<file path="src/rtl/dac_ctrl_pkg.sv">
package dac_ctrl_pkg;

    localparam logic [3:0] OFS_SIM_ON    = 4'h0;
    localparam logic [3:0] OFS_SIM_OFF   = 4'h2;
    localparam logic [3:0] OFS_IRQ_EN    = 4'h3;
    localparam logic [3:0] OFS_IRQ_CLR   = 4'h4;
    localparam logic [3:0] OFS_TRIG_ON   = 4'h5;
    localparam logic [3:0] OFS_TRIG_OFF  = 4'h6;
    localparam logic [3:0] OFS_LOAD_SIM  = 4'h8;
    localparam logic [3:0] OFS_LOAD_IMM  = 4'hA;
    localparam logic [3:0] OFS_RSTR_ON   = 4'hE;
    localparam logic [3:0] OFS_RSTR_OFF  = 4'hF;

    typedef struct packed {
        logic sim_on;
        logic sim_off;
        logic load_sim;
        logic load_imm;
        logic irq_en;
        logic irq_clr;
        logic trig_on;
        logic trig_off;
        logic rstr_on;
        logic rstr_off;
    } rd_cmd_t;

    typedef struct packed {
        logic simul;
        logic rstr;
        logic trig_en;
        logic irq_en;
        logic irq_flag;
    } mode_t;

endpackage

</file>
<file path="src/rtl/dac_rd_decode.sv">
module dac_rd_decode
    import dac_ctrl_pkg::*;
#(
    parameter int AW = 4
) (
    input  logic          rd,
    input  logic [AW-1:0] addr,
    output rd_cmd_t       cmd
);

    always_comb begin
        cmd = '0;
        if (rd) begin
            case (addr)
                OFS_SIM_ON:   cmd.sim_on   = 1'b1;
                OFS_SIM_OFF:  cmd.sim_off  = 1'b1;
                OFS_IRQ_EN:   cmd.irq_en   = 1'b1;
                OFS_IRQ_CLR:  cmd.irq_clr  = 1'b1;
                OFS_TRIG_ON:  cmd.trig_on  = 1'b1;
                OFS_TRIG_OFF: cmd.trig_off = 1'b1;
                OFS_LOAD_SIM: cmd.load_sim = 1'b1;
                OFS_LOAD_IMM: cmd.load_imm = 1'b1;
                OFS_RSTR_ON:  cmd.rstr_on  = 1'b1;
                OFS_RSTR_OFF: cmd.rstr_off = 1'b1;
                default:      cmd = '0;
            endcase
        end
    end

endmodule

</file>
<file path="src/rtl/dac_pin_sync.sv">
module dac_pin_sync #(
    parameter int STAGES = 2
) (
    input  logic clk,
    input  logic rst_n,
    input  logic pin_n,
    output logic pin_low,
    output logic pin_fall
);

    typedef struct packed {
        logic [STAGES-1:0] sync;
        logic              last;
    } sync_t;

    sync_t s_d, s_q;

    always_comb begin
        s_d      = s_q;
        s_d.sync = {s_q.sync[STAGES-2:0], pin_n};
        s_d.last = s_q.sync[STAGES-1];
    end

    always_ff @(posedge clk or negedge rst_n) begin
        if (!rst_n) s_q <= '1;
        else        s_q <= s_d;
    end

    assign pin_low  = ~s_q.sync[STAGES-1];
    assign pin_fall = s_q.last & ~s_q.sync[STAGES-1];

endmodule

</file>
<file path="src/rtl/dac_chan_bank.sv">
module dac_chan_bank #(
    parameter int NCH = 6,
    parameter int DW  = 12,
    parameter int AW  = 4
) (
    input  logic              clk,
    input  logic              rst_n,
    input  logic              wr,
    input  logic [AW-1:0]     addr,
    input  logic [7:0]        wdata,
    input  logic              simul,
    input  logic              load_all,
    output logic [NCH*DW-1:0] hold_flat
);

    localparam int HB     = DW - 8;
    localparam int CW     = AW - 1;
    localparam int WRSPAN = 2 * NCH;

    typedef struct packed {
        logic [NCH-1:0][7:0]    lo;
        logic [NCH-1:0][HB-1:0] hi;
        logic [NCH-1:0][DW-1:0] hold;
    } bank_t;

    bank_t b_d, b_q;
    logic  wr_hit;

    assign wr_hit = wr && (int'(addr) < WRSPAN);

    always_comb begin
        b_d = b_q;
        for (int c = 0; c < NCH; c++) begin
            if (load_all)
                b_d.hold[c] = {b_q.hi[c], b_q.lo[c]};
            if (wr_hit && addr[AW-1:1] == CW'(c)) begin
                if (!addr[0]) begin
                    b_d.lo[c] = wdata;
                end else begin
                    b_d.hi[c] = wdata[HB-1:0];
                    if (!simul)
                        b_d.hold[c] = {wdata[HB-1:0], b_q.lo[c]};
                end
            end
        end
    end

    always_ff @(posedge clk or negedge rst_n) begin
        if (!rst_n) b_q <= '0;
        else        b_q <= b_d;
    end

    generate
        for (genvar g = 0; g < NCH; g++) begin : g_out
            assign hold_flat[g*DW +: DW] = b_q.hold[g];
        end
    endgenerate

endmodule

</file>
<file path="src/rtl/dac_bank_ctrl.sv">
module dac_bank_ctrl
    import dac_ctrl_pkg::*;
#(
    parameter int NCH  = 6,
    parameter int DW   = 12,
    parameter int AW   = 4,
    parameter int SYNC = 2
) (
    input  logic              clk,
    input  logic              rst_n,
    input  logic [AW-1:0]     bus_addr,
    input  logic [7:0]        bus_wdata,
    input  logic              bus_wr,
    input  logic              bus_rd,
    output logic [7:0]        bus_rdata,
    input  logic              ext_n,
    output logic [NCH*DW-1:0] dac_code,
    output logic              irq
);

    localparam logic [DW-1:0] MIDSCALE = DW'(1) << (DW - 1);

    rd_cmd_t          cmd;
    mode_t            m_d, m_q;
    logic             pin_low, pin_fall;
    logic             load_all;
    logic [NCH*DW-1:0] hold_flat;

    dac_rd_decode #(.AW(AW)) u_dec (
        .rd   (bus_rd),
        .addr (bus_addr),
        .cmd  (cmd)
    );

    dac_pin_sync #(.STAGES(SYNC)) u_sync (
        .clk      (clk),
        .rst_n    (rst_n),
        .pin_n    (ext_n),
        .pin_low  (pin_low),
        .pin_fall (pin_fall)
    );

    assign load_all = cmd.load_sim | cmd.load_imm | (m_q.trig_en & pin_low);

    dac_chan_bank #(.NCH(NCH), .DW(DW), .AW(AW)) u_bank (
        .clk       (clk),
        .rst_n     (rst_n),
        .wr        (bus_wr),
        .addr      (bus_addr),
        .wdata     (bus_wdata),
        .simul     (m_q.simul),
        .load_all  (load_all),
        .hold_flat (hold_flat)
    );

    always_comb begin
        m_d = m_q;
        if (cmd.sim_on  | cmd.load_sim) m_d.simul   = 1'b1;
        if (cmd.sim_off | cmd.load_imm) m_d.simul   = 1'b0;
        if (cmd.rstr_on)                m_d.rstr    = 1'b1;
        if (cmd.rstr_off)               m_d.rstr    = 1'b0;
        if (cmd.trig_on)                m_d.trig_en = 1'b1;
        if (cmd.trig_off)               m_d.trig_en = 1'b0;
        if (cmd.irq_en)                 m_d.irq_en  = 1'b1;
        if (cmd.irq_clr) begin
            m_d.irq_en   = 1'b0;
            m_d.irq_flag = 1'b0;
        end else if (pin_fall && m_q.irq_en) begin
            m_d.irq_flag = 1'b1;
        end
    end

    always_ff @(posedge clk or negedge rst_n) begin
        if (!rst_n) begin
            m_q      <= '0;
            m_q.rstr <= 1'b1;
        end else begin
            m_q <= m_d;
        end
    end

    generate
        for (genvar g = 0; g < NCH; g++) begin : g_drv
            assign dac_code[g*DW +: DW] = m_q.rstr ? MIDSCALE : hold_flat[g*DW +: DW];
        end
    endgenerate

    assign irq       = m_q.irq_flag & m_q.irq_en;
    assign bus_rdata = '0;

endmodule

</file>
<file path="config.mk">
export PLATFORM = sky130hd
export DESIGN_NAME = dac_bank_ctrl
export DESIGN_NICKNAME = d
export VERILOG_FILES = /design/src/rtl/dac_ctrl_pkg.sv /design/src/rtl/dac_rd_decode.sv /design/src/rtl/dac_pin_sync.sv /design/src/rtl/dac_chan_bank.sv /design/src/rtl/dac_bank_ctrl.sv
export SDC_FILE = /design/constraint.sdc
export NUM_CORES = 1
export LEC_CHECK = 0
export CAP_MARGIN = 20
export CORE_UTILIZATION = 55
export CTS_CLUSTER_DIAMETER = 80
export CTS_CLUSTER_SIZE = 8
export DETAILED_ROUTE_END_ITERATION = 7
export PLACE_DENSITY_LB_ADDON = 0.12
export SLEW_MARGIN = 5
export SYNTH_ARGS = -nofsm -noshare
export SYNTH_HDL_FRONTEND = slang
export SYNTH_HIERARCHICAL = 1
export SYNTH_SLANG_ARGS = --single-unit
export TNS_END_PERCENT = 100
</file>
<file path="constraint.sdc">
create_clock -name clk -period 1.95 [get_ports clk]
set_input_delay 0.585 -clock clk [delete_from_list [all_inputs] [get_ports clk]]
set_output_delay 0.585 -clock clk [all_outputs]
set_load 0.03 [all_outputs]
</file>
==> results.toml <==
[logic_synthesis]
synth_warnings = 6
syn-cell-area_um2 = 7320
synth-seq-area-share_pct = 52.0
synth_area_per_cell_um2 = 12.3
netlist.area_leader.share_pct = 50.6
yosysTopAreaCell = "dfrtp_1"
synth_cell_type_count = 38
synth_area_leaders = "dfrtp_1 51%, mux2_2 18%, buf_4 8.7%"
syn_inst = 594
synth-seq-cells = 152

[clock_tree]
clock_latency_ps = 420
cts_tree = "built"
clkTransAtPathRegs_ps = 60
htreeDepth = 4
cts_hold_buf = 0
numClockSinks = 152
root_buffer = "clkbuf_16"
cts_buffer_depth = 2
cts-buffers-inserted = 17

[cells_and_area]
area_growth_pct = 24.5
layout_commonest_cell = "dfrtp_1"
seq_area_um2 = 3810
drive_above_1_share_pct = 48.7
nFillCells = 907
fin_nets = 692
multi_input_area_um2 = 2890
final_cell_mix = "148 x dfrtp_1, 120 x mux2_2, 105 x buf_4"
final_util_pct = 71.1

[floorplan]
core_um2 = 12800
rows = 41
die_w_um = 117
initial_core_util_pct = 57.1
dieArea_um2 = 13800
io_pins = 98
die_h_um = 117

[global_route]
grt_util_all_layers_pct = 24.7
grt_pass1_wl_mm = 25.9
gr-total-overflow = 0
grt_pass1_vias = 4813
grt_max_degree = 39
antenna_found_initial = 2

[routing]
wl_met3_um = 694
met2_wirelength_mm = 8.11
finalWirelength_mm = 16.1
via_count = 4613
drt-initial-drc-count = 224
dr.pass1.iters = 4
wire_per_inst_um = 18.7
via_per_inst = 5.36
drtAntennaViolNets = 0
route.detailed.drc = 0
wl_met1_mm = 7.09
routed.top_layer = "met5"

[timing]
worst_slack_ps = -249
post-route-min-period_ps = 2200
max_clock_freq_mhz = 455
rsz0062_at_grt = "true"
fin_crit_sh_pct = 113
slew_violations = 0
clock_skew_ps = 5.21
hold_violations = 0
setup-violations-final = 72

[run]
cap_violations = 0

[outcome]
status = "complete, but fails checks"
violations = "negative setup slack"

[setup_path]
worstSetupEndpointType = "output pin"
startpoint_type = "flop"
crit_arrival_ps = 1610
cp.required_ps = 1360
crit_type = "reg -> out"
critPathMaxFanout = 10

[hold_path]
hold_path_class = "in -> async"

[placed_design]
portBuffers = 89
gp_congestion = 0.803
place_ws_ps = -760
place_hpwl_mm = 10.0

[pwr]
irDropWorstVdd_uv = 855
leakage_uw = 0.00412
power.density_nw_per_um2 = 1400
-- state kept, by name (all words and copies together) (netlist names) --
signal / count
u_sync/s_q: 1
u_bank/hold_flat: 72
u_sync/s_d: 2
m_q: 5
u_bank/b_q: 72
-- worst max-delay path: stages (launching register included) --
cell and delay [ps]:
dfstp_2 580, buf_6 130, buf_12 130, buf_8 110
or2_1 110, buf_6 130
-- routing by layer --
| metal | track usage, % | vias up |
|---|---|---|
| li1 | - | 2098 |
| met1 | 32.0 | 2377 |
| met2 | 41.1 | 116 |
| met3 | 5.01 | 20 |
| met4 | 9.17 | 2 |
| met5 | 0 | - |
-- worst paths after layout --
kind / start / end / slack, ps / cells past startpoint
max: m_q[3] / dac_code[71] / -250 / 5
max in group asynchronous: rst_n / u_bank/hold_flat[34] / 1300 / 2
min: rst_n / u_bank/b_q[112] / 60 / 1
min in group clk: u_sync/s_d[2] / u_sync/s_d[0] / 360 / 0
min reg2reg: u_sync/s_d[2] / u_sync/s_d[0] / 360 / 0
max reg2reg: u_sync/s_d[0] / u_bank/hold_flat[17] / 120 / 4
-- timing repair --
action / 4_1_cts / 5_1_grt
pin swaps: 1 / 2
setup endpoints to repair: 173 / 127
cloned: 4 / 2
buffers inserted: 18 / 2
gates resized for setup: 311 / 25
-- where the power goes --
| group | total (µW) | leakage (µW) | switching (µW) | internal (µW) |
|---|---|---|---|---|
| registers | 4860 | 0.00186 | 602 | 4250 |
| clock network | 3040 | 0.000273 | 1240 | 1810 |
| logic | 4870 | 0.00199 | 2430 | 2440 |
-- layout make-up --
type                       instances  area share, %
sequential                       152           41.8
multi-input combinational        339           31.7
inverter                           1         0.0412
clock inverter                    10          0.892
clock buffer                      22           5.09
antenna                            1         0.0275
tap                              172           2.36
timing repair buffer             164           18.1
-- cells by family after synthesis --
family | Yosys count | synth area share, %
simple gates | 155 | 12.5
flops | 152 | 52.0
buf+inv | 110 | 10.4
other cells | 1 | 0.0512
compound gates | 32 | 3.23
mux | 144 | 21.7
-- synthesized netlist by cell type (all sizes together) --
cell     number
nor2b        69
nand4b        1
nand2         7
or2           7
mux2        120
and4b         1
nor3         13
nand2b        2
o21ai        16
and4bb        1
clkbuf        9
buf         100
mux2i        24
a31oi         1
nand3        20
a21oi        14
or3b          1
nor4          1
inv           1
nor2         23
a211o         1
dfrtp       148
nand4bb       1
nor3b         3
and2          2
nand3b        3
dfstp         4
conb          1
-- metrics by stage --
stage               total power, µW  cell area (µm²)  TNS (ps)  instances  hold slack (ps)
floorplan                      8540             7370      -214        601              289
global placement               9180             8190    -75580        804              350
detailed placement             9330             8190    -81530        804              352
CTS                           12700             9020    -11800        857             50.3
global route                  13400             9110    -16060        861             65.3
finish                        12800             9110    -12240        861             55.2
No activity file was read; power rests on OpenSTA's default activity.
